## config.mk

```make
export PLATFORM = sky130hd
export DESIGN_NAME = csel_ctrl
export DESIGN_NICKNAME = d
export VERILOG_FILES = /design/src/rtl/csel_pkg.sv /design/src/rtl/csel_regs.sv /design/src/rtl/csel_match.sv /design/src/rtl/csel_lanes.sv /design/src/rtl/csel_seq.sv /design/src/rtl/csel_ctrl.sv
export SDC_FILE = /design/constraint.sdc
export NUM_CORES = 1
export LEC_CHECK = 0
export CAP_MARGIN = 5
export CORE_ASPECT_RATIO = 1.2
export CORE_MARGIN = 1.5
export CORE_UTILIZATION = 55
export DETAILED_ROUTE_END_ITERATION = 7
export MAX_ROUTING_LAYER = met4
export PLACE_DENSITY = 0.74
export SLEW_MARGIN = 20
export SYNTH_ARGS = -nofsm -noshare
export SYNTH_HDL_FRONTEND = slang
export SYNTH_SLANG_ARGS = --single-unit
```

## constraint.sdc

```tcl
create_clock -name clk -period 12.6 [get_ports clk]
set_input_delay 2.52 -clock clk [delete_from_list [all_inputs] [get_ports clk]]
set_output_delay 2.52 -clock clk [all_outputs]
set_load 0.005 [all_outputs]
```

## src/rtl/csel_pkg.sv

```systemverilog
`timescale 1ns/1ps
package csel_pkg;

  localparam int CSEL_WAIT_W = 4;
  localparam int CSEL_LANES  = 4;

  // Timing word; bit order is the software-visible control layout.
  typedef struct packed {
    logic                   enable;
    logic                   hold_wr;
    logic                   hold_rd;
    logic                   setup;
    logic [1:0]             port;
    logic [CSEL_WAIT_W-1:0] waits;
  } csel_ctrl_t;

  localparam int CSEL_CTRL_W = $bits(csel_ctrl_t);

  localparam logic [1:0] PORT_W32 = 2'd0;
  localparam logic [1:0] PORT_W8  = 2'd1;
  localparam logic [1:0] PORT_W16 = 2'd2;

  localparam logic [1:0] SIZE_BYTE = 2'd0;
  localparam logic [1:0] SIZE_HALF = 2'd1;

  localparam logic [1:0] SEL_BASE = 2'd0;
  localparam logic [1:0] SEL_MASK = 2'd1;
  localparam logic [1:0] SEL_CTRL = 2'd2;

  typedef enum logic [1:0] {
    PH_IDLE   = 2'd0,
    PH_SETUP  = 2'd1,
    PH_ACCESS = 2'd2,
    PH_HOLD   = 2'd3
  } csel_phase_e;

endpackage

```

## src/rtl/csel_regs.sv

```systemverilog
`timescale 1ns/1ps
module csel_regs
  import csel_pkg::*;
#(
  parameter int NUM_CS    = 8,
  parameter int ADDR_W    = 32,
  parameter int CMP_LSB   = 16,
  parameter int BOOT_WAIT = 4,
  localparam int IDX_W    = $clog2(NUM_CS + 1),
  localparam int CMP_W    = ADDR_W - CMP_LSB,
  localparam int MSK_W    = CMP_W - 1
) (
  input  logic                              clk,
  input  logic                              rst_n,
  input  logic                              cfg_wr,
  input  logic [IDX_W-1:0]                  cfg_idx,
  input  logic [1:0]                        cfg_reg,
  input  logic [ADDR_W-1:0]                 cfg_wdata,
  output logic [NUM_CS-1:0][CMP_W-1:0]      base_o,
  output logic [NUM_CS-1:0][MSK_W-1:0]      mask_o,
  output csel_ctrl_t [NUM_CS:0]             ctrl_o,
  output logic                              boot_o
);

  logic unused_wdata;
  assign unused_wdata = ^cfg_wdata[CMP_LSB-1:CSEL_CTRL_W];

  // Address registers for the decoded regions.
  for (genvar g = 0; g < NUM_CS; g++) begin : g_addr
    logic                 base_en, mask_en;
    logic [CMP_W-1:0]     base_q;
    logic [MSK_W-1:0]     mask_q;

    assign base_en = cfg_wr && (cfg_idx == IDX_W'(g)) && (cfg_reg == SEL_BASE);
    assign mask_en = cfg_wr && (cfg_idx == IDX_W'(g)) && (cfg_reg == SEL_MASK);

    always_ff @(posedge clk or negedge rst_n) begin
      if (!rst_n) begin
        base_q <= '0;
        mask_q <= '0;
      end else begin
        if (base_en) base_q <= cfg_wdata[ADDR_W-1:CMP_LSB];
        if (mask_en) mask_q <= cfg_wdata[ADDR_W-2:CMP_LSB];
      end
    end

    assign base_o[g] = base_q;
    assign mask_o[g] = mask_q;
  end

  // Timing words; index NUM_CS is the default (no-match) timing.
  for (genvar g = 0; g <= NUM_CS; g++) begin : g_ctrl
    localparam csel_ctrl_t CTRL_RST = (g == 0) ?
      csel_ctrl_t'({1'b0, 1'b0, 1'b0, 1'b0, PORT_W32, CSEL_WAIT_W'(BOOT_WAIT)}) :
      csel_ctrl_t'('0);
    logic       ctrl_en;
    csel_ctrl_t ctrl_q;

    assign ctrl_en = cfg_wr && (cfg_idx == IDX_W'(g)) && (cfg_reg == SEL_CTRL);

    always_ff @(posedge clk or negedge rst_n) begin
      if (!rst_n)       ctrl_q <= CTRL_RST;
      else if (ctrl_en) ctrl_q <= csel_ctrl_t'(cfg_wdata[CSEL_CTRL_W-1:0]);
    end

    assign ctrl_o[g] = ctrl_q;
  end

  // Boot-wide decode of region 0 until its base is first written.
  logic boot_q, boot_d;

  always_comb begin
    boot_d = boot_q;
    if (cfg_wr && (cfg_idx == '0) && (cfg_reg == SEL_BASE)) boot_d = 1'b0;
  end

  always_ff @(posedge clk or negedge rst_n) begin
    if (!rst_n) boot_q <= 1'b1;
    else        boot_q <= boot_d;
  end

  assign boot_o = boot_q;

endmodule

```

## src/rtl/csel_match.sv

```systemverilog
`timescale 1ns/1ps
module csel_match #(
  parameter int NUM_CS  = 8,
  parameter int CMP_W   = 16,
  localparam int IDX_W  = $clog2(NUM_CS + 1),
  localparam int MSK_W  = CMP_W - 1
) (
  input  logic [CMP_W-1:0]              addr_hi_i,
  input  logic                          cpu_space_i,
  input  logic                          boot_i,
  input  logic [NUM_CS-1:0][CMP_W-1:0]  base_i,
  input  logic [NUM_CS-1:0][MSK_W-1:0]  mask_i,
  input  logic [NUM_CS-1:0]             enable_i,
  output logic                          hit_o,
  output logic [IDX_W-1:0]              idx_o
);

  logic [NUM_CS-1:0] region_hit;

  for (genvar g = 0; g < NUM_CS; g++) begin : g_cmp
    logic [CMP_W-1:0] care;
    logic             addr_eq;
    assign care    = ~{1'b0, mask_i[g]};
    assign addr_eq = ((addr_hi_i ^ base_i[g]) & care) == '0;
    if (g == 0) begin : g_boot
      assign region_hit[g] = boot_i || (enable_i[g] && addr_eq);
    end else begin : g_norm
      assign region_hit[g] = enable_i[g] && addr_eq;
    end
  end

  // Lowest index wins; processor-space cycles go to region 1.
  always_comb begin
    hit_o = 1'b0;
    idx_o = '0;
    for (int i = NUM_CS - 1; i >= 0; i--) begin
      if (region_hit[i]) begin
        hit_o = 1'b1;
        idx_o = IDX_W'(i);
      end
    end
    if (cpu_space_i) begin
      hit_o = 1'b1;
      idx_o = IDX_W'(1);
    end
  end

endmodule

```

## src/rtl/csel_lanes.sv

```systemverilog
`timescale 1ns/1ps
module csel_lanes
  import csel_pkg::*;
(
  input  logic [1:0]            addr_lo_i,
  input  logic [1:0]            size_i,
  input  logic [1:0]            port_i,
  output logic [CSEL_LANES-1:0] lanes_o
);

  always_comb begin
    lanes_o = '1;
    case (port_i)
      PORT_W8: begin
        lanes_o = 4'b0001;
      end
      PORT_W16: begin
        if (size_i == SIZE_BYTE) lanes_o = addr_lo_i[0] ? 4'b0010 : 4'b0001;
        else                     lanes_o = 4'b0011;
      end
      default: begin
        if (size_i == SIZE_BYTE)      lanes_o = 4'b0001 << addr_lo_i;
        else if (size_i == SIZE_HALF) lanes_o = addr_lo_i[1] ? 4'b1100 : 4'b0011;
        else                          lanes_o = 4'b1111;
      end
    endcase
  end

endmodule

```

## src/rtl/csel_seq.sv

```systemverilog
`timescale 1ns/1ps
module csel_seq
  import csel_pkg::*;
#(
  parameter int NUM_CS = 8,
  localparam int IDX_W = $clog2(NUM_CS + 1)
) (
  input  logic                  clk,
  input  logic                  rst_n,
  input  logic                  start_i,
  input  logic                  write_i,
  input  logic                  ext_i,
  input  logic                  hit_i,
  input  logic [IDX_W-1:0]      idx_i,
  input  csel_ctrl_t            ctrl_i,
  input  logic [CSEL_LANES-1:0] lanes_i,
  output logic                  busy_o,
  output logic                  cs_act_o,
  output logic                  hit_o,
  output logic [IDX_W-1:0]      sel_o,
  output logic                  wr_o,
  output logic [CSEL_LANES-1:0] we_lanes_o,
  output logic                  ack_o,
  output logic                  ack_oe_o
);

  csel_phase_e             ph_q, ph_d;
  logic [CSEL_WAIT_W-1:0]  cnt_q, cnt_d;
  logic                    hit_q, hit_d;
  logic [IDX_W-1:0]        sel_q, sel_d;
  logic                    wr_q, wr_d;
  logic                    ext_q, ext_d;
  logic                    hold_q, hold_d;
  logic [CSEL_LANES-1:0]   lanes_q, lanes_d;
  logic                    cap_en;
  logic                    unused_en;

  assign unused_en = ctrl_i.enable;
  assign cap_en    = (ph_q == PH_IDLE) && start_i;

  always_comb begin
    ph_d    = ph_q;
    cnt_d   = cnt_q;
    hit_d   = hit_q;
    sel_d   = sel_q;
    wr_d    = wr_q;
    ext_d   = ext_q;
    hold_d  = hold_q;
    lanes_d = lanes_q;
    case (ph_q)
      PH_IDLE: begin
        if (cap_en) begin
          hit_d   = hit_i;
          sel_d   = idx_i;
          wr_d    = write_i;
          ext_d   = ext_i;
          hold_d  = write_i ? ctrl_i.hold_wr : ctrl_i.hold_rd;
          lanes_d = lanes_i;
          cnt_d   = ctrl_i.waits;
          ph_d    = ctrl_i.setup ? PH_SETUP : PH_ACCESS;
        end
      end
      PH_SETUP: begin
        ph_d = PH_ACCESS;
      end
      PH_ACCESS: begin
        if (cnt_q == '0) ph_d = hold_q ? PH_HOLD : PH_IDLE;
        else             cnt_d = cnt_q - 1'b1;
      end
      default: begin
        ph_d = PH_IDLE;
      end
    endcase
  end

  always_ff @(posedge clk or negedge rst_n) begin
    if (!rst_n) begin
      ph_q    <= PH_IDLE;
      cnt_q   <= '0;
      hit_q   <= 1'b0;
      sel_q   <= '0;
      wr_q    <= 1'b0;
      ext_q   <= 1'b0;
      hold_q  <= 1'b0;
      lanes_q <= '0;
    end else begin
      ph_q    <= ph_d;
      cnt_q   <= cnt_d;
      hit_q   <= hit_d;
      sel_q   <= sel_d;
      wr_q    <= wr_d;
      ext_q   <= ext_d;
      hold_q  <= hold_d;
      lanes_q <= lanes_d;
    end
  end

  assign busy_o     = (ph_q != PH_IDLE);
  assign cs_act_o   = hit_q && ((ph_q == PH_ACCESS) || (ph_q == PH_HOLD));
  assign hit_o      = hit_q;
  assign sel_o      = sel_q;
  assign wr_o       = wr_q;
  assign we_lanes_o = (wr_q && (ph_q == PH_ACCESS)) ? lanes_q : '0;
  assign ack_o      = (ph_q == PH_ACCESS) && (cnt_q == '0);
  assign ack_oe_o   = busy_o && ext_q;

endmodule

```

## src/rtl/csel_ctrl.sv

```systemverilog
`timescale 1ns/1ps
module csel_ctrl
  import csel_pkg::*;
#(
  parameter int NUM_CS    = 8,
  parameter int ADDR_W    = 32,
  parameter int CMP_LSB   = 16,
  parameter int BOOT_WAIT = 4,
  localparam int IDX_W    = $clog2(NUM_CS + 1),
  localparam int CMP_W    = ADDR_W - CMP_LSB,
  localparam int MSK_W    = CMP_W - 1
) (
  input  logic                  clk,
  input  logic                  rst_n,
  input  logic                  cfg_wr,
  input  logic [IDX_W-1:0]      cfg_idx,
  input  logic [1:0]            cfg_reg,
  input  logic [ADDR_W-1:0]     cfg_wdata,
  input  logic                  xfer_start,
  input  logic [ADDR_W-1:0]     xfer_addr,
  input  logic                  xfer_write,
  input  logic [1:0]            xfer_size,
  input  logic                  xfer_cpu_space,
  input  logic                  xfer_ext,
  output logic [NUM_CS-1:0]     cs_n,
  output logic [CSEL_LANES-1:0] we_n,
  output logic                  xfer_ack,
  output logic                  ack_oe
);

  // Reset: asserted asynchronously, released on the clock.
  logic [1:0] rst_pipe;
  logic       rst_ni;

  always_ff @(posedge clk or negedge rst_n) begin
    if (!rst_n) rst_pipe <= '0;
    else        rst_pipe <= {rst_pipe[0], 1'b1};
  end

  assign rst_ni = rst_pipe[1];

  logic [NUM_CS-1:0][CMP_W-1:0] base_all;
  logic [NUM_CS-1:0][MSK_W-1:0] mask_all;
  csel_ctrl_t [NUM_CS:0]        ctrl_all;
  logic                         boot_mode;
  logic [NUM_CS-1:0]            enable_all;
  logic                         dec_hit;
  logic [IDX_W-1:0]             dec_idx;
  csel_ctrl_t                   ctrl_sel;
  logic [CSEL_LANES-1:0]        lanes_dec;
  logic                         busy, cs_act, hit_q, wr_q, unused_misc;
  logic [IDX_W-1:0]             sel_q;
  logic [CSEL_LANES-1:0]        we_lanes;

  assign unused_misc = ^{xfer_addr[CMP_LSB-1:2], ctrl_all[NUM_CS].enable};

  csel_regs #(
    .NUM_CS(NUM_CS), .ADDR_W(ADDR_W), .CMP_LSB(CMP_LSB), .BOOT_WAIT(BOOT_WAIT)
  ) regs_i (
    .clk(clk), .rst_n(rst_ni), .cfg_wr(cfg_wr), .cfg_idx(cfg_idx),
    .cfg_reg(cfg_reg), .cfg_wdata(cfg_wdata), .base_o(base_all),
    .mask_o(mask_all), .ctrl_o(ctrl_all), .boot_o(boot_mode)
  );

  for (genvar g = 0; g < NUM_CS; g++) begin : g_en
    assign enable_all[g] = ctrl_all[g].enable;
  end

  csel_match #(.NUM_CS(NUM_CS), .CMP_W(CMP_W)) match_i (
    .addr_hi_i(xfer_addr[ADDR_W-1:CMP_LSB]), .cpu_space_i(xfer_cpu_space),
    .boot_i(boot_mode), .base_i(base_all), .mask_i(mask_all),
    .enable_i(enable_all), .hit_o(dec_hit), .idx_o(dec_idx)
  );

  assign ctrl_sel = ctrl_all[dec_hit ? dec_idx : IDX_W'(NUM_CS)];

  csel_lanes lanes_i (
    .addr_lo_i(xfer_addr[1:0]), .size_i(xfer_size), .port_i(ctrl_sel.port),
    .lanes_o(lanes_dec)
  );

  csel_seq #(.NUM_CS(NUM_CS)) seq_i (
    .clk(clk), .rst_n(rst_ni), .start_i(xfer_start), .write_i(xfer_write),
    .ext_i(xfer_ext), .hit_i(dec_hit), .idx_i(dec_idx), .ctrl_i(ctrl_sel),
    .lanes_i(lanes_dec), .busy_o(busy), .cs_act_o(cs_act), .hit_o(hit_q),
    .sel_o(sel_q), .wr_o(wr_q), .we_lanes_o(we_lanes), .ack_o(xfer_ack),
    .ack_oe_o(ack_oe)
  );

  for (genvar g = 0; g < NUM_CS; g++) begin : g_cs
    assign cs_n[g] = ~(cs_act && (sel_q == IDX_W'(g)));
  end

  assign we_n = ~we_lanes;

endmodule

```

==> results.md, run 1 <==
* Synth cell types at 63
* Register bit total from synthesis at 357
* EDFF count, synth at 0
* Max-Cap Viols at 0
* Final WL at 37000 um
* PortBufs at 72
* Global route overflow at 0
* Via density at 5.82
* Area of the die at 30800 um2
* Sequential power share at 0.476
* Global-route usage over all layers at 0.260
* Sw frac at 0.252
* TritonRoute pass-1 iters at 7
* Status: finished clean
* Async S/R FF share, synth at 1.00
* CP Cell Sequence: clkdlybuf4s50_1 > xnor2_1 > o22ai_1 > nor4_1 > a21oi_1 > or2_2 > inv_1 > or2_4 > mux4_2 > mux2_4 > mux2i_1 > ha_1 > a31oi_1 > o21ai_0 > o21ai_0
* Final Max Slew Viols at 0
* F_max at 147 MHz
* Row count at 69
* Crit path max-delay family: simple AND/OR/NAND/NOR gates
* CTS Hold Bufs at 0
* Crit-path max FO at 12
* RSZ-0062 raised after global routing: false
* TNS Setup at 0 ns
* Worst path slowest cell: clkdlybuf4s50_1
* Cts bufs inserted at 37
* Starting Density at 0.556
* Number of buffers added for setup after CTS at 0
* Dominant synthesized flop cell: dfrtp_1
* Layout cells sized above 1 at 0.337
* Longest Clk Path Bufs at 3
* Yosys top cell by area: dfrtp_1
* Post-route cell area at 18600 um2
* Routed wire length per instance at 21.8 um
* Post-layout util at 0.633
* Final Critical Period at 6.80 ns
* Ant. Diodes at 0
* # resized after CTS at 0
* Mapped Avg Cell Area at 13.4 um2
* P&R area growth vs syn at 13.9%
* Vias at 9895
* Core box area at 29400 um2
* HPWL after DPL at 25100 um
* DRT antenna net count at 0
* Most used cell, CP: o21ai_0
* I/O pins at 93
* IR drop worst, VDD at 0.126 mV
* Chip Width at 160 um
* Worst setup EP type: flop
* Worst-Margin Slew at 0.950 ns
* Min-Delay Path Class: reg2async
* Dpl cells at 1637
* CTS sink count at 357
* Seq/Total Area, Yosys at 0.546
* Slew Limit Headroom at 0.367
* Nets at 1369
* CTS tree: built
* Static leakage at 8.31 nW
* Combinational cell fraction of total power at 0.158
* Worst setup path class: in2reg
* Pwr Density at 160 nW/um2
* Buffer and inverter count on the worst path at 2
* Switching power of the nets at 0.000748 W
* Clk_skew at 0.0139 ns
* Worst Path Required at 13.02 ns
* Initial antenna violation count at 0
* Clock Latency Late Sink at 0.51 ns
* Top cells by count, synth: dfrtp_1, mux2_2, xnor2_1
* DIE HEIGHT at 192 um
* Vias in the first global route at 10400
* Placement-stage cell area at 17400 um2
* Final Cycle Share at 0.540
* Startpoint types: input port
* Critical Path AT at 7.22 ns
* Syn Nets at 1303
* Synthesized instance count at 1221
* Post-synth top area share at 0.543
* CTS Root Buffer Type: clkbuf_16
* Count leader, synth: dfrtp_1
* Final hold viol count at 0
* DRC at 0
* Initial DRC count at 499
* Setup violations, final at 0
* H-tree levels at 2
* CP peak stage delay at 0.86 ns
* Mapped cell area at 16400 um2
* P_int at 0.00222 W
* Gpl congestion at 0.840
* Largest cells by area after synthesis: dfrtp_1, mux2_2, xnor2_1
* Warnings from Yosys at 0
* WHS at 0.252 ns
* Final cell count without fillers at 1699
* Largest net degree at the start of global routing at 78
* Clock power frac at 0.365
* Clock transition at the registers of the reported paths at 0.06 ns
* Global-route wire length before repair at 59300 um
==> sequential cells by signal, summed over array words and instances (netlist names), 2 cells and up <==
register              count
regs_i.g_addr.base_q    128
regs_i.g_addr.mask_q    120
regs_i.ctrl_o            89
seq_i.cnt_q               4
seq_i.lanes_q             4
seq_i.sel_o               3
rst_pipe                  2
seq_i.ph_q                2
==> cells in the final DEF, fill, tap and decap left out, types with 4 or more instances in the layout <==
cell	Yosys	final
nor4_1	13	12
o22ai_1	57	57
clkbuf_16	0	37
nor3_2	0	4
and2_1	5	5
xnor2_1	125	125
bufinv_16	0	4
and3_1	4	4
nor2_1	21	18
buf_4	8	18
nor2b_1	8	7
mux2_2	336	336
clkbuf_1	43	10
o211ai_1	10	10
clkbuf_8	0	6
a21oi_1	7	7
o21ai_0	21	21
mux2i_1	24	24
inv_1	10	10
nor3_1	10	6
nand3_1	11	11
nand2_1	62	62
mux4_2	4	4
clkdlybuf4s50_1	0	72
dfrtp_1	355	354
nand2b_1	4	4
nor3b_1	7	7
==> cell type report <==
cell class | instances | area, um2
clock buffers | 53 | 1050
flip-flops and latches | 357 | 8940
well taps | 390 | 488
clock inverters | 8 | 143
inverters | 10 | 37.5
fillers | 2248 | 10800
multi-input cells | 790 | 7090
repair buffers | 91 | 883
==> routing by layer <==
metal  global-route usage  vias to the layer above  routed length (um)
met5                    -                        -                   0
met4               0.0960                        0                1390
met1                0.320                     5099               15500
met2                0.438                      203               18600
met3               0.0387                       89                1560
li1                     -                     4504                   -
==> power groups by stage <==
| stage | Sequential [W] | Combinational [W] | Clock (W) |
|---|---|---|---|
| detailed placement | 0.00144 | 0.000468 | 0 |
| global route | 0.00144 | 0.000518 | 0.00115 |
| global placement | 0.00143 | 0.000454 | 0 |
| CTS | 0.00142 | 0.000471 | 0.00110 |
| finish | 0.00142 | 0.000470 | 0.00109 |
| floorplan | 0.00142 | 0.000341 | 0 |
==> path summary, 6_finish.rpt <==
kind                                               endpoint  cells after the start  slack (ns)                        from
worst min-delay path            regs_i.g_addr[6].mask_q[11]                      0        0.25                 rst_pipe[1]
worst min register to register  regs_i.g_addr[6].mask_q[11]                      0        0.25                 rst_pipe[1]
worst max register to register             seq_i.lanes_q[1]                     14        8.49  regs_i.g_addr[0].base_q[0]
worst max-delay path                       seq_i.lanes_q[1]                     15        5.80               xfer_addr[17]
max in group asynchronous        regs_i.g_addr[6].mask_q[8]                      2       10.22                 rst_pipe[1]
min in group clk                                rst_pipe[1]                      0        0.35                 rst_pipe[0]
==> per-stage QoR <==
stage	setup slack, ns	total power, W
floorplan	1.92	0.00176
CTS	5.70	0.00299
global route	5.46	0.00311
detailed placement	5.18	0.00191
finish	5.80	0.00297
global placement	5.22	0.00188
==> kinds of logic after synthesis <==
kind of cell / after synthesis / synth area share
multiplexers: 366 / 0.253
XOR/XNOR: 129 / 0.0704
AND/OR/NAND/NOR: 167 / 0.0541
AO/OA/AOI/OAI: 124 / 0.0511
adder cells (fa/ha/maj): 3 / 0.00229
buffers and inverters: 74 / 0.0225
other: 1 / 0.000229
flip-flops: 357 / 0.546
No activity file was read; power rests on OpenSTA's default activity.
==> run 2: changes to the inputs <==
- clock period: 12.6 -> 6.9 ns (I/O delays scaled with it)
==> run 2 against run 1 <==
Against the previous run:
- die area unchanged
- combinational power increased by 85%
- register-to-register slack lost 5.7 ns
- clock skew decreased by 0.0018 ns
- wire length is 0.92% higher
- critical path type unchanged
- critical endpoint is now seq_i.lanes_q[0]
- highest routed layer unchanged
==> results.md, run 2 (synthesis gave the netlist of run 1 again) <==
* Status: finished clean (unchanged)
* CTS Hold Bufs at 0 (unchanged)
* # resized after CTS at 0 (unchanged)
* Vias at 9980 (was 9895)
* Initial antenna violation count at 1 (was 0)
* Max reg flops at 128 (unchanged)
* Final Cycle Share at 0.796
* Final cell count without fillers at 1718 (was 1699)
* Static leakage at 8.45 nW (was 8.31 nW)
* Nets at 1382 (was 1369)
* Startpoint types: input port (unchanged)
* Post-layout util at 0.641 (was 0.633)
* Via density at 5.81 (was 5.82)
* I/O pins at 93 (unchanged)
* Dpl cells at 1649 (was 1637)
* Clock Latency Late Sink at 0.53 ns (was 0.51 ns)
* P&R area growth vs syn at 15.4% (was 13.9%)
* Worst setup path class: in2reg (unchanged)
* H-tree levels at 2 (unchanged)
* Min-Delay Path Class: reg2async (unchanged)
* Commonest non-fill, non-tap cell in the layout: dfrtp_1 (unchanged)
* Critical Path AT at 5.93 ns (was 7.22 ns)
* CTS tree: built (unchanged)
* Worst-Margin Slew at 1.09 ns (was 0.950 ns)
* Vias in the first global route at 10400 (about the same)
* Crit-path max FO at 12 (unchanged)
* DRC at 0 (unchanged)
* RSZ-0062 raised after global routing: false (unchanged)
* Setup violations, final at 0 (unchanged)
* Max-Cap Viols at 0 (unchanged)
* Final WL at 37400 um (was 37000 um)
* Starting Density at 0.556 (unchanged)
* Biggest register: regs_i.g_addr.base_q (unchanged)
* PortBufs at 72 (unchanged)
* Largest net degree at the start of global routing at 188 (was 78)
* Sequential Area at 8940 um2 (unchanged)
* Clock power frac at 0.379 (was 0.365)
* Pwr Density at 295 nW/um2 (was 160 nW/um2)
* Final Max Slew Viols at 0 (unchanged)
* Global-route usage over all layers at 0.260 (about the same)
* Pwr Total at 0.00557 W (was 0.00297 W)
* Sequential power share at 0.465 (was 0.476)
* DIE HEIGHT at 192 um (unchanged)
* P_int at 0.00417 W (was 0.00222 W)
* DRT antenna net count at 0 (unchanged)
* F_max at 182 MHz
* Commonest non-fill, non-tap cells in the layout: dfrtp_1, mux2_2, xnor2_1 (unchanged)
* Longest Clk Path Bufs at 3 (unchanged)
* Worst setup EP type: flop (unchanged)
* DR top layer: met4 (unchanged)
* Routed wire length per instance at 21.8 um (about the same)
* Slew Limit Headroom at 0.269 (was 0.367)
* Fill count at 2295 (was 2248)
* IR drop worst, VDD at 0.232 mV (was 0.126 mV)
* CTS Root Buffer Type: clkbuf_16 (unchanged)
* Clock transition at the registers of the reported paths at 0.06 ns (about the same)
* Final Critical Period at 5.49 ns
* TritonRoute pass-1 iters at 5 (was 7)
* Multi-input gate area at 7090 um2 (about the same)
* Global-route wire length before repair at 59200 um (was 59300 um)
* Clk_skew at 0.0122 ns (was 0.0139 ns)
* Combinational cell fraction of total power at 0.156 (was 0.158)
* Cts bufs inserted at 38 (was 37)
* Chip Width at 160 um (unchanged)
* Layout cells sized above 1 at 0.348 (was 0.337)
* Sw frac at 0.251 (was 0.252)
* HPWL after DPL at 25100 um (about the same)
* Initial DRC count at 459 (was 499)
* Final hold viol count at 0 (unchanged)
* Gpl congestion at 0.839 (was 0.840)
* TNS Setup at 0 ns (unchanged)
* Switching power of the nets at 0.00140 W (was 0.000748 W)
* Met2 WL at 19100 um (was 18600 um)
* Worst Path Required at 7.34 ns (was 13.02 ns)
* Global route overflow at 0 (unchanged)
* Area of the die at 30800 um2 (unchanged)
* CTS sink count at 357 (unchanged)
* Number of buffers added for setup after CTS at 0 (unchanged)
* M1 wire length at 15800 um (was 15500 um)
* Core box area at 29400 um2 (unchanged)
* Metal3 WL at 1220 um (was 1560 um)
* Row count at 69 (unchanged)
[run 2: per-layer routing]
layer / GRT usage / vias to the layer above
li1: - / 4529
met1: 0.321 / 5172
met2: 0.441 / 200
met3: 0.0343 / 79
met4: 0.0924 / 0
met5: - / -
[run 2: cell type report]
| cell class | instances | share of cell area |
|---|---|---|
| Inverter | 10 | 0.00199 |
| Timing Repair Buffer | 103 | 0.0529 |
| Antenna cell | 1 | 0.000133 |
| Tap cell | 390 | 0.0259 |
| Clock buffer | 57 | 0.0628 |
| Multi-Input combinational cell | 790 | 0.376 |
| Sequential cell | 357 | 0.474 |
| Clock inverter | 10 | 0.00696 |
[run 2: worst max-delay path, stage by stage]
cell	delay (ns)
clkdlybuf4s50_1	0.86
xnor2_1	0.18
o22ai_1	0.12
nor4_1	0.57
a21oi_1	0.31
or2_2	0.37
inv_1	0.13
or2_4	0.28
mux4_2	0.53
mux2_4	0.28
mux2i_1	0.15
ha_1	0.30
a31oi_1	0.18
o21ai_0	0.13
o21ai_0	0.17
[run 2: worst paths after layout]
path	startpoint	endpoint	slack (ns)	cells past startpoint
max	xfer_addr[29]	seq_i.lanes_q[0]	1.41	15
min	rst_pipe[1]	regs_i.g_addr[5].base_q[14]	0.24	0
max reg2reg	regs_i.g_addr[0].base_q[12]	seq_i.lanes_q[0]	2.76	14
min reg2reg	rst_pipe[1]	regs_i.g_addr[5].base_q[14]	0.24	0
max in group asynchronous	rst_pipe[1]	regs_i.g_addr[2].base_q[8]	4.98	2
min in group clk	rst_pipe[0]	rst_pipe[1]	0.36	0
[run 2: power by group through the flow]
| stage | sequential (W) | combinational (W) | clock, W |
|---|---|---|---|
| 2_1_floorplan | 0.00260 | 0.000623 | 0 |
| 3_3_place_gp | 0.00261 | 0.000836 | 0 |
| 3_5_place_dp | 0.00263 | 0.000861 | 0 |
| 4_1_cts | 0.00259 | 0.000868 | 0.00215 |
| 5_1_grt | 0.00263 | 0.000955 | 0.00225 |
| 6_report | 0.00259 | 0.000868 | 0.00211 |
[run 2: per-stage QoR]
stage / instance area [um2] / worst slack [ns] / hold WS [ns]
final: 18900 / 1.41 / 0.238
after global routing: 18900 / 1.21 / 0.273
after CTS: 18800 / 1.44 / 0.356
after detailed placement: 17500 / 0.943 / 0.341
after global placement: 17500 / 0.946 / 0.338
after floorplan: 16400 / 1.07 / 0.331
==> run 3: changes to the inputs <==
- clock period: 6.9 -> 5.35 ns (I/O delays scaled with it)
==> run 3 against run 2 <==
Against the previous run:
- largest cell class unchanged
- first-iteration DRC count increased by 6.5%
- wire length decreased by 0.25%
- clock skew is 0.0011 ns higher
- setup slack lost 0.59 ns
- via count is 0.97% higher
- worst hold slack better by 0.068 ns
- die area is the same
==> results.md, run 3 (synthesis gave the netlist of run 1 again) <==
* GRT met2 Usage at 0.449 (was 0.441)
* H-tree levels at 2 (unchanged)
* Clock transition at the registers of the reported paths at 0.06 ns (about the same)
* Cts bufs inserted at 37 (was 38)
* Max reg flops at 128 (unchanged)
* FF-to-FF End: seq_i.lanes_q[0] (unchanged)
* Layout cells sized above 1 at 0.357 (was 0.348)
* TritonRoute pass-1 iters at 5 (unchanged)
* Placement-stage cell area at 17800 um2 (was 17500 um2)
* Static leakage at 8.52 nW (was 8.45 nW)
* Startpoint types: input port (unchanged)
* Final Cycle Share at 0.847
* DIE HEIGHT at 192 um (unchanged)
* Largest net degree at the start of global routing at 132 (was 188)
* Area of the die at 30800 um2 (unchanged)
* GR peak layer: met2 (unchanged)
* Worst setup EP type: flop (unchanged)
* Final WS setup at 0.818 ns (was 1.41 ns)
* Min-Delay Path Class: reg2async (unchanged)
* Worst-Margin Slew at 0.958 ns (was 1.09 ns)
* # resized after CTS at 0 (unchanged)
* Critical Path AT at 4.97 ns (was 5.93 ns)
* RSZ-0062 raised after global routing: false (unchanged)
* CTS Root Buffer Type: clkbuf_16 (unchanged)
* Via density at 5.78 (was 5.81)
* CTS sink count at 357 (unchanged)
* Gpl congestion at 0.862 (was 0.839)
* Nets at 1405 (was 1382)
* Status: finished clean (unchanged)
* Switching power of the nets at 0.00179 W (was 0.00140 W)
* Clk_skew at 0.0133 ns (was 0.0122 ns)
* Starting Density at 0.556 (unchanged)
* Place WS at 0.296 ns (was 0.943 ns)
* Clock power frac at 0.359 (was 0.379)
* Fill count at 2228 (was 2295)
* Global-route usage over all layers at 0.260 (about the same)
* Biggest register: regs_i.g_addr.base_q (unchanged)
* Clock Latency Late Sink at 0.53 ns (about the same)
* Final WL at 37300 um (was 37400 um)
* Commonest non-fill, non-tap cells in the layout: dfrtp_1, mux2_2, xnor2_1 (unchanged)
* Global-route wire length before repair at 59400 um (was 59200 um)
* CTS tree: built (unchanged)
* Max-Cap Viols at 0 (unchanged)
* Worst Path Required at 5.79 ns (was 7.34 ns)
* Crit-path max FO at 5 (was 12)
* PortBufs at 72 (unchanged)
* Most used cell, CP: o21ai_0 (unchanged)
* Final hold viol count at 0 (unchanged)
* Pwr Density at 368 nW/um2 (was 295 nW/um2)
* Longest Clk Path Bufs at 3 (unchanged)
* R2r setup slk at 1.77 ns (was 2.76 ns)
* F_max at 221 MHz
* RR Startpoint: regs_i.g_addr[6].base_q[1] (was regs_i.g_addr[0].base_q[12])
* Initial antenna violation count at 1 (unchanged)
* Met3 usage at 0.0279 (was 0.0343)
* CTS Hold Bufs at 0 (unchanged)
* P&R area growth vs syn at 15.9% (was 15.4%)
* Sequential power share at 0.479 (was 0.465)
* Post-route cell area at 19000 um2 (was 18900 um2)
* Combinational cell fraction of total power at 0.162 (was 0.156)
* Chip Width at 160 um (unchanged)
* End of the critical path: seq_i.lanes_q[0] (unchanged)
* P_int at 0.00518 W (was 0.00417 W)
* IR drop worst, VDD at 0.269 mV (was 0.232 mV)
* Global route overflow at 0 (unchanged)
* Setup violations, final at 0 (unchanged)
* Core box area at 29400 um2 (unchanged)
* TNS Setup at 0 ns (unchanged)
* Commonest non-fill, non-tap cell in the layout: dfrtp_1 (unchanged)
* Worst setup path class: in2reg (unchanged)
* Number of buffers added for setup after CTS at 0 (unchanged)
* Row count at 69 (unchanged)
* WHS at 0.305 ns (was 0.238 ns)
* Global routing usage on met1 at 0.320 (was 0.321)
* I/O pins at 93 (unchanged)
* R2R depth at 14 (unchanged)
* Worst path slowest cell: clkdlybuf4s50_1 (unchanged)
* CP peak stage delay at 0.61 ns (was 0.86 ns)
* DRC at 0 (unchanged)
* Final Critical Period at 4.53 ns
* Initial DRC count at 489 (was 459)
* DRT antenna net count at 0 (unchanged)
* Vias in the first global route at 10500 (was 10400)
* CP startpoint: xfer_addr[28] (was xfer_addr[29])
* CP Cell Sequence: clkdlybuf4s50_1 > buf_4 > xnor2_1 > o22ai_1 > nor4_2 > nand2_2 > a31oi_4 > a21boi_2 > or2_4 > mux4_2 > mux2_4 > mux2i_1 > ha_1 > a31oi_1 > o21ai_0 > o21ai_0 (was clkdlybuf4s50_1 > xnor2_1 > o22ai_1 > nor4_1 > a21oi_1 > or2_2 > inv_1 > or2_4 > mux4_2 > mux2_4 > mux2i_1 > ha_1 > a31oi_1 > o21ai_0 > o21ai_0)
* Final Max Slew Viols at 0 (unchanged)
* Vias at 10100 (was 9980)
* Routed wire length per instance at 21.4 um (was 21.8 um)
* Sw frac at 0.257 (was 0.251)
* HPWL after DPL at 25500 um (was 25100 um)
* Slew Limit Headroom at 0.361 (was 0.269)
-- run 3: changes by cell type in the layout (fill, tap and decap cells not counted), sizes merged --
| cell | before | now |
|---|---|---|
| inv | 10 | 11 |
| bufinv | 3 | 0 |
| buf | 31 | 55 |
| clkinv | 6 | 9 |
-- run 3: through the flow --
step	instances	util	power, W
after global routing	1743	0.644	0.00730
after detailed placement	1674	0.603	0.00452
final	1743	0.644	0.00697
after CTS	1742	0.644	0.00703
after floorplan	1221	-	0.00415
after global placement	1674	0.603	0.00446
-- run 3: worst max-delay path, delay by kind of cell --
| kind | cells | cell delay [ns] |
|---|---|---|
| compound gates | 6 | 0.96 |
| buf+inv | 2 | 0.85 |
| simple gates | 3 | 0.82 |
| mux | 3 | 0.82 |
| fa+ha+maj | 1 | 0.29 |
| xor+xnor | 1 | 0.14 |
-- run 3: worst min path at each step --
stage,startpoint,to,slack [ns],cells after the start
6_report,rst_pipe[1],regs_i.g_addr[4].mask_q[10],0.31,0
5_1_grt,rst_pipe[1],regs_i.g_addr[4].mask_q[10],0.35,0
4_1_cts,rst_pipe[1],regs_i.g_addr[4].mask_q[10],0.32,0
3_5_place_dp,rst_pipe[1],regs_i.g_addr[4].base_q[0],0.32,0
3_3_place_gp,rst_pipe[1],regs_i.g_addr[4].base_q[2],0.31,0
2_1_floorplan,rst_pipe[0],rst_pipe[1],0.33,0
-- run 3: layout make-up --
| class | instances | area (um2) | share of cell area |
|---|---|---|---|
| Antenna cell | 1 | 2.50 | 0.000132 |
| Inverter | 10 | 37.5 | 0.00198 |
| Timing Repair Buffer | 127 | 1210 | 0.0637 |
| Clock inverter | 11 | 61.3 | 0.00323 |
| Sequential cell | 357 | 8940 | 0.471 |
| Tap cell | 390 | 488 | 0.0257 |
| Multi-Input combinational cell | 790 | 7090 | 0.374 |
| Clock buffer | 57 | 1130 | 0.0598 |
-- run 3: routing by layer --
metal,wire (um),share of wire
met4,1080,0.029
met3,1070,0.029
met2,19400,0.52
met5,0,0
met1,15700,0.42
-- run 3: power by group through the flow --
stage	registers, W	clock network [W]	logic [W]
global placement	0.00336	0	0.00110
detailed placement	0.00339	0	0.00113
CTS	0.00334	0.00254	0.00114
finish	0.00334	0.00250	0.00113
floorplan	0.00335	0	0.000803
global route	0.00339	0.00266	0.00125
